==> src/rtl/pbus_pkg.sv <==
package pbus_pkg;

    typedef enum logic [1:0] {
        SZ_BYTE = 2'd0,
        SZ_HALF = 2'd1,
        SZ_WORD = 2'd2,
        SZ_WIDE = 2'd3
    } acc_size_e;

    typedef enum logic [1:0] {
        TGT_NONE = 2'd0,
        TGT_STAT = 2'd1,
        TGT_SER  = 2'd2
    } target_e;

    localparam int PORT_IDX_W = 4;

    localparam logic [31:0] PHYS_MASK = 32'h1FFF_FFFF;

    typedef struct packed {
        target_e                tgt;
        logic [PORT_IDX_W-1:0]  port;
    } dec_t;

    typedef struct packed {
        logic                   we;
        acc_size_e              size;
        logic [31:0]            wdata;
        logic [PORT_IDX_W-1:0]  port;
    } seq_cmd_t;

    function automatic logic [31:0] phys_addr(input logic [31:0] a);
        return a & PHYS_MASK;
    endfunction

    function automatic logic [2:0] byte_count(input acc_size_e s);
        case (s)
            SZ_BYTE: return 3'd1;
            SZ_HALF: return 3'd2;
            default: return 3'd4;
        endcase
    endfunction

    function automatic logic [31:0] fit_width(input logic [31:0] v, input acc_size_e s);
        case (s)
            SZ_BYTE: return {24'h0, v[7:0]};
            SZ_HALF: return {16'h0, v[15:0]};
            default: return v;
        endcase
    endfunction

    function automatic logic [31:0] open_bus(input acc_size_e s);
        return fit_width(32'hFFFF_FFFF, s);
    endfunction

endpackage

==> src/rtl/pbus_decode.sv <==
module pbus_decode
    import pbus_pkg::*;
#(
    parameter int          NPORT      = 2,
    parameter logic [31:0] SER_BASE   = 32'h1F80_1040,
    parameter logic [31:0] SER_STRIDE = 32'h0000_0010,
    parameter logic [31:0] STAT_ADDR  = 32'h1F80_1070
) (
    input  logic [31:0] addr,
    output dec_t        dec
);

    logic [31:0]      pa;
    logic [NPORT-1:0] hit;

    assign pa = phys_addr(addr);

    for (genvar g = 0; g < NPORT; g++) begin : g_port_match
        localparam logic [31:0] PORT_ADDR = SER_BASE + 32'(g) * SER_STRIDE;
        assign hit[g] = (pa == PORT_ADDR);
    end

    always_comb begin
        dec.tgt  = TGT_NONE;
        dec.port = '0;
        if (|hit) begin
            dec.tgt = TGT_SER;
            for (int i = NPORT - 1; i >= 0; i--) begin
                if (hit[i]) dec.port = PORT_IDX_W'(i);
            end
        end else if (pa == STAT_ADDR) begin
            dec.tgt = TGT_STAT;
        end
    end

endmodule

==> src/rtl/pbus_byte_seq.sv <==
module pbus_byte_seq
    import pbus_pkg::*;
#(
    parameter int NPORT = 2
) (
    input  logic               clk,
    input  logic               rst,
    input  logic               start,
    input  seq_cmd_t           cmd,
    input  logic [NPORT*8-1:0] rbyte_all,
    output logic               busy,
    output logic               fin,
    output logic [31:0]        acc,
    output logic [NPORT-1:0]   push,
    output logic [NPORT-1:0]   pop,
    output logic [7:0]         wbyte
);

    seq_cmd_t    cmd_q;
    logic [1:0]  idx_q;
    logic        busy_q;
    logic        fin_q;
    logic [31:0] acc_q;
    logic [7:0]  cur_byte;
    logic [2:0]  nb;
    logic        last;

    assign nb    = byte_count(cmd_q.size);
    assign last  = ({1'b0, idx_q} == (nb - 3'd1));
    assign wbyte = cmd_q.wdata[{idx_q, 3'b000} +: 8];

    always_comb begin
        cur_byte = '0;
        for (int i = 0; i < NPORT; i++) begin
            if (cmd_q.port == PORT_IDX_W'(i)) cur_byte = rbyte_all[i*8 +: 8];
        end
    end

    for (genvar g = 0; g < NPORT; g++) begin : g_strobe
        assign push[g] = busy_q &&  cmd_q.we && (cmd_q.port == PORT_IDX_W'(g));
        assign pop[g]  = busy_q && !cmd_q.we && (cmd_q.port == PORT_IDX_W'(g));
    end

    always_ff @(posedge clk) begin
        if (rst) begin
            busy_q <= 1'b0;
            fin_q  <= 1'b0;
            idx_q  <= '0;
            acc_q  <= '0;
            cmd_q  <= '0;
        end else begin
            fin_q <= 1'b0;
            if (!busy_q && start) begin
                busy_q <= 1'b1;
                idx_q  <= '0;
                acc_q  <= '0;
                cmd_q  <= cmd;
            end else if (busy_q) begin
                if (!cmd_q.we) acc_q[{idx_q, 3'b000} +: 8] <= cur_byte;
                if (last) begin
                    busy_q <= 1'b0;
                    fin_q  <= 1'b1;
                end else begin
                    idx_q <= idx_q + 2'd1;
                end
            end
        end
    end

    assign busy = busy_q;
    assign fin  = fin_q;
    assign acc  = acc_q;

    // byte transfers step through consecutive lanes without gaps
    p_lane_step_r6: assert property (@(posedge clk) disable iff (rst)
        (busy_q && !last) |=> (busy_q && idx_q == $past(idx_q) + 2'd1));

    // the train never runs past its byte count
    p_lane_bound_r8: assert property (@(posedge clk) disable iff (rst)
        busy_q |-> ({1'b0, idx_q} < nb));

    // completion follows the last lane by one cycle
    p_fin_after_last_r8: assert property (@(posedge clk) disable iff (rst)
        (busy_q && last) |=> (fin_q && !busy_q));

endmodule

==> src/rtl/pbus_decoder.sv <==
module pbus_decoder
    import pbus_pkg::*;
#(
    parameter int          NPORT      = 2,
    parameter logic [31:0] SER_BASE   = 32'h1F80_1040,
    parameter logic [31:0] SER_STRIDE = 32'h0000_0010,
    parameter logic [31:0] STAT_ADDR  = 32'h1F80_1070
) (
    input  logic               clk,
    input  logic               rst,
    input  logic               cpu_req,
    input  logic               cpu_we,
    input  logic [1:0]         cpu_size,
    input  logic [31:0]        cpu_addr,
    input  logic [31:0]        cpu_wdata,
    output logic               cpu_busy,
    output logic               cpu_done,
    output logic [31:0]        cpu_rdata,
    output logic [NPORT-1:0]   ser_push,
    output logic [NPORT-1:0]   ser_pop,
    output logic [7:0]         ser_wbyte,
    input  logic [NPORT*8-1:0] ser_rbyte,
    input  logic [15:0]        stat_in,
    output logic               stat_wr,
    output logic [15:0]        stat_wdata
);

    dec_t        dec;
    acc_size_e   size;
    logic        accept;
    logic        seq_start;
    logic        seq_busy;
    logic        seq_fin;
    logic [31:0] seq_acc;
    seq_cmd_t    seq_cmd;
    logic        done_q;
    logic [31:0] rdata_q;

    assign size      = acc_size_e'(cpu_size);
    assign accept    = cpu_req && !seq_busy;
    assign seq_start = accept && (dec.tgt == TGT_SER);

    assign seq_cmd.we    = cpu_we;
    assign seq_cmd.size  = size;
    assign seq_cmd.wdata = cpu_wdata;
    assign seq_cmd.port  = dec.port;

    pbus_decode #(
        .NPORT      (NPORT),
        .SER_BASE   (SER_BASE),
        .SER_STRIDE (SER_STRIDE),
        .STAT_ADDR  (STAT_ADDR)
    ) u_decode (
        .addr (cpu_addr),
        .dec  (dec)
    );

    pbus_byte_seq #(
        .NPORT (NPORT)
    ) u_seq (
        .clk       (clk),
        .rst       (rst),
        .start     (seq_start),
        .cmd       (seq_cmd),
        .rbyte_all (ser_rbyte),
        .busy      (seq_busy),
        .fin       (seq_fin),
        .acc       (seq_acc),
        .push      (ser_push),
        .pop       (ser_pop),
        .wbyte     (ser_wbyte)
    );

    always_ff @(posedge clk) begin
        if (rst) begin
            done_q     <= 1'b0;
            rdata_q    <= '0;
            stat_wr    <= 1'b0;
            stat_wdata <= '0;
        end else begin
            done_q  <= accept && (dec.tgt != TGT_SER);
            stat_wr <= accept && cpu_we && (dec.tgt == TGT_STAT);
            if (accept && (dec.tgt != TGT_SER)) begin
                if (cpu_we)
                    rdata_q <= '0;
                else if (dec.tgt == TGT_STAT)
                    rdata_q <= fit_width({16'h0, stat_in}, size);
                else
                    rdata_q <= open_bus(size);
            end
            if (accept && cpu_we && (dec.tgt == TGT_STAT)) begin
                stat_wdata <= (size == SZ_BYTE) ? {8'h00, cpu_wdata[7:0]} : cpu_wdata[15:0];
            end
        end
    end

    assign cpu_busy  = seq_busy;
    assign cpu_done  = done_q || seq_fin;
    assign cpu_rdata = seq_fin ? seq_acc : rdata_q;

    // at most one strobe of either kind on any port at a time
    p_single_strobe_r12: assert property (@(posedge clk) disable iff (rst)
        $onehot0({ser_push, ser_pop}));

    // strobes only occur inside a busy period
    p_idle_quiet_r8: assert property (@(posedge clk) disable iff (rst)
        !cpu_busy |-> (ser_push == '0 && ser_pop == '0));

    // the end of a busy period is a completion
    p_busy_ends_done_r8: assert property (@(posedge clk) disable iff (rst)
        $fell(cpu_busy) |-> cpu_done);

    // unmapped reads complete next cycle with all ones at the width
    p_open_bus_r10: assert property (@(posedge clk) disable iff (rst)
        (accept && !cpu_we && dec.tgt == TGT_NONE) |=>
            (cpu_done && cpu_rdata == open_bus(acc_size_e'($past(cpu_size)))));

    // unmapped writes touch no peripheral
    p_drop_write_r11: assert property (@(posedge clk) disable iff (rst)
        (accept && cpu_we && dec.tgt == TGT_NONE) |=>
            (cpu_done && !stat_wr && ser_push == '0));

    // a request during a train starts nothing new
    p_busy_drop_r9: assert property (@(posedge clk) disable iff (rst)
        (cpu_req && cpu_busy && !u_seq.last) |=> cpu_busy);

endmodule

==> config.mk <==
export PLATFORM = sky130hd
export DESIGN_NAME = pbus_decoder
export DESIGN_NICKNAME = d
export VERILOG_FILES = /design/src/rtl/pbus_pkg.sv /design/src/rtl/pbus_decode.sv /design/src/rtl/pbus_byte_seq.sv /design/src/rtl/pbus_decoder.sv
export SDC_FILE = /design/constraint.sdc
export NUM_CORES = 1
export LEC_CHECK = 0
export ABC_AREA = 0
export BUFFER_PORTS_ARGS = -buffer_cell sky130_fd_sc_hd__buf_2
export CORE_MARGIN = 10
export CORE_UTILIZATION = 46
export DETAILED_ROUTE_END_ITERATION = 8
export PLACE_DENSITY = 0.75
export SYNTH_ARGS = -nofsm -noshare
export SYNTH_HDL_FRONTEND = slang
export SYNTH_SLANG_ARGS = --single-unit
export TNS_END_PERCENT = 20
==> constraint.sdc <==
create_clock -name clk -period 1.9 [get_ports clk]
set_clock_uncertainty 0.05 [all_clocks]
set_input_delay 0.19 -clock clk [delete_from_list [all_inputs] [get_ports clk]]
set_output_delay 0.19 -clock clk [all_outputs]
set_load 0.1 [all_outputs]
==> metrics.cfg <==
[place]
hpwl_mm=11.9
io_buffers=161
placed_cells=836
gp_congestion=0.871

[global_routing]
grt_pass1_vias=4838
grt_pass1_wl_mm=25.6
grt_overflow_total=0
grt_max_degree=59
track_usage_pct=19.5
antenna_found_initial=2

[worst_hold_path]
hp-class=in -> reg
min_from=cpu_wdata[24]
hold_path_depth=3

[clock_tree]
cts_sinks=107
clk_pin_slew_worst_paths_ps=100
cts.htree.levels=3
insertion_delay_ps=380
cts_tree=yes
cts-buffers-inserted=9
clk_path_buf_depth=2
root_buffer=clkbuf_8

[power_and_ir_drop]
power_density_nw_per_um2=674
leakage_uw=0.00296
power_uw=4600
peakVddDrop_mv=0.398

[worst_setup_path]
max_stage_delay_ps=560
path_buf_inv=2
crit_arrival_ps=1660
crit_start=u_seq.idx_q[0]$_SDFFE_PP0P_
cp_top_family=multiplexers
criticalPathCategory=reg -> out
rr_worst_depth=8
crit_cells=3
path_cells=buf_12, mux4_2, buf_12
cp_common_cell=buf_12
rr_startpoint=u_seq.idx_q[0]$_SDFFE_PP0P_
crit_fanout=10
crit_required_ps=1660
start_kind=register
endpoint_kind=output pin
slowest_stage=mux4_2

[routing]
viasPerCell=5.63
vias=4866
final_antenna_net_count=0
firstDrtPassIters=5
drc_errors=0
wirelength_mm=16.0
drtIter0Drc=562
wl_per_cell_microns=18.6

[yosys]
synth-compound-area-share_pct=17.5
syn-num-nets=667
yosys_register_bits=107
syn_inst=559
ys_warn_count=0
synth_area_sq_um=5080
synth_xor_area_share_pct=0.345
synth.distinct_cells=47
synth-edff-count=0
synth_top_family_by_area=simple AND/OR/NAND/NOR gates
synth-simple-area-share_pct=21.0
async_reset_ff_share_pct=0
synth_fa_ha_area_share_pct=1.48
synthMuxAreaShare_pct=12.4
synth-seq-area-share_pct=42.1
avgSynthCellArea_sq_um=9.09
ys.flop_type=dfxtp_1

[floorplanning]
fp-row-count=38
dieArea_sq_um=15700
die_y_microns=125
io_pins=165
core_sq_um=10800
start_util_pct=46.9
die_x_microns=125

[layout]
layout_commonest_cell=buf_2
layout_common_cells=buf_2, dfxtp_1, nand3_1
final_cells=864
fillCellCount=853
drive_gt1_share_pct=35.9
area_growth_pct=34.3
nNetsFinal=825
utilization_pct=63.0

[run_status]
status=completed

[timing]
fin_setup_tns_ps=0
tightest_slew_ps=525
hold_viol_final=0
whs_ps=8.33
fin_crit_sh_pct=99.7
relSlewSlack_pct=65.0
max_freq_mhz=528
period_minus_slack_ps=1900
final_max_slew_viol_count=0
rsz0062_at_grt=true
finalSetupViolations=0

[run]
maxCapViolCount=0

[logic make-up after synthesis]
family / Yosys count
simple gates: 199
buf+inv: 53
compound gates: 142
mux: 50
fa+ha+maj: 6
xor+xnor: 2
flops: 107
[synth_stat cells, drive strengths merged (2+ instances only)]
library cell / number / share of area (%)
a21oi: 46 / 4.5
a221o: 8 / 1.6
a22o: 8 / 1.4
a22oi: 24 / 3.5
and2: 2 / 0.25
and3: 3 / 0.37
and4: 3 / 0.52
buf: 24 / 3.0
clkbuf: 22 / 1.6
dfxtp: 107 / 42
ha: 6 / 1.5
inv: 7 / 0.52
mux2: 25 / 5.5
mux2i: 17 / 3.3
mux4: 8 / 3.5
nand2: 54 / 4.0
nand2b: 28 / 3.4
nand3: 55 / 5.5
nand3b: 4 / 0.81
nand4: 3 / 0.37
nor2: 29 / 2.1
nor2b: 2 / 0.25
nor3: 4 / 0.39
nor4: 6 / 1.5
nor4b: 2 / 0.76
o21ai: 47 / 4.6
or2: 2 / 0.25
xor2: 2 / 0.34
[metal layers]
metal | part of all wire, % | global-route usage [%] | vias to the layer above
met1 | 41 | 23.8 | 2312
met2 | 49 | 31.8 | 203
met3 | 8.6 | 6.80 | 23
met4 | 1.9 | 5.83 | 0
li1 | - | - | 2328
met5 | 0 | 0 | -
[worst register-to-register path: stages, from the launching register on]
cell and delay [ps]:
dfxtp_2 370, buf_12 150, buf_4 140, ha_1 210, nand3b_4 180, nor4_4 300
buf_4 200, a22oi_1 80, nor2_1 90
[flip-flops by register name, summed over array words and instances (netlist names)]
name	flops
u_seq.acc	32
u_seq.fin	1
done_q	1
u_seq.idx_q	2
stat_wr	1
rdata_q	17
u_seq.busy	1
u_seq.cmd_q	36
stat_wdata	16
[through the flow]
stage	worst slack, ps	instance area [sq um]
global placement	139	6350
CTS	-0.564	6770
finish	4.76	6830
detailed placement	68.0	6350
floorplan	-163	5130
global route	-62.5	6830
[worst paths after layout]
kind              slack, ps                            to
setup / recovery          5                  ser_wbyte[3]
hold / removal            8  u_seq.cmd_q[28]$_SDFFE_PP0P_
setup reg to reg         80    u_seq.acc[13]$_SDFFE_PP0P_
hold reg to reg         410     u_seq.acc[2]$_SDFFE_PP0P_
[where the power goes]
group,leakage (uW),internal [uW],switching [uW],total [uW]
logic,0.00198,262,453,715
registers,0.000867,2260,13.7,2280
clock network,0.000115,825,783,1610
[layout make-up]
type                            instances  area, sq um  area share, %
Tap cell                              140          175           2.57
Timing Repair Buffer                  193         1490           21.8
Inverter                                7         26.3          0.385
Clock buffer                           11          153           2.24
Sequential cell                       107         2150           31.5
Clock inverter                          5         81.3           1.19
Multi-Input combinational cell        399         2750           40.3
Antenna cell                            2         5.00         0.0733
[repair_timing]
item,4_1_cts,5_1_grt
hold endpoints to repair,7,0
endpoints found under the setup margin,40,58
pin swaps,0,1
hold buffers,7,0
gates resized for setup,36,8
buffers inserted,2,1
Power figures use the tool's default switching activity.
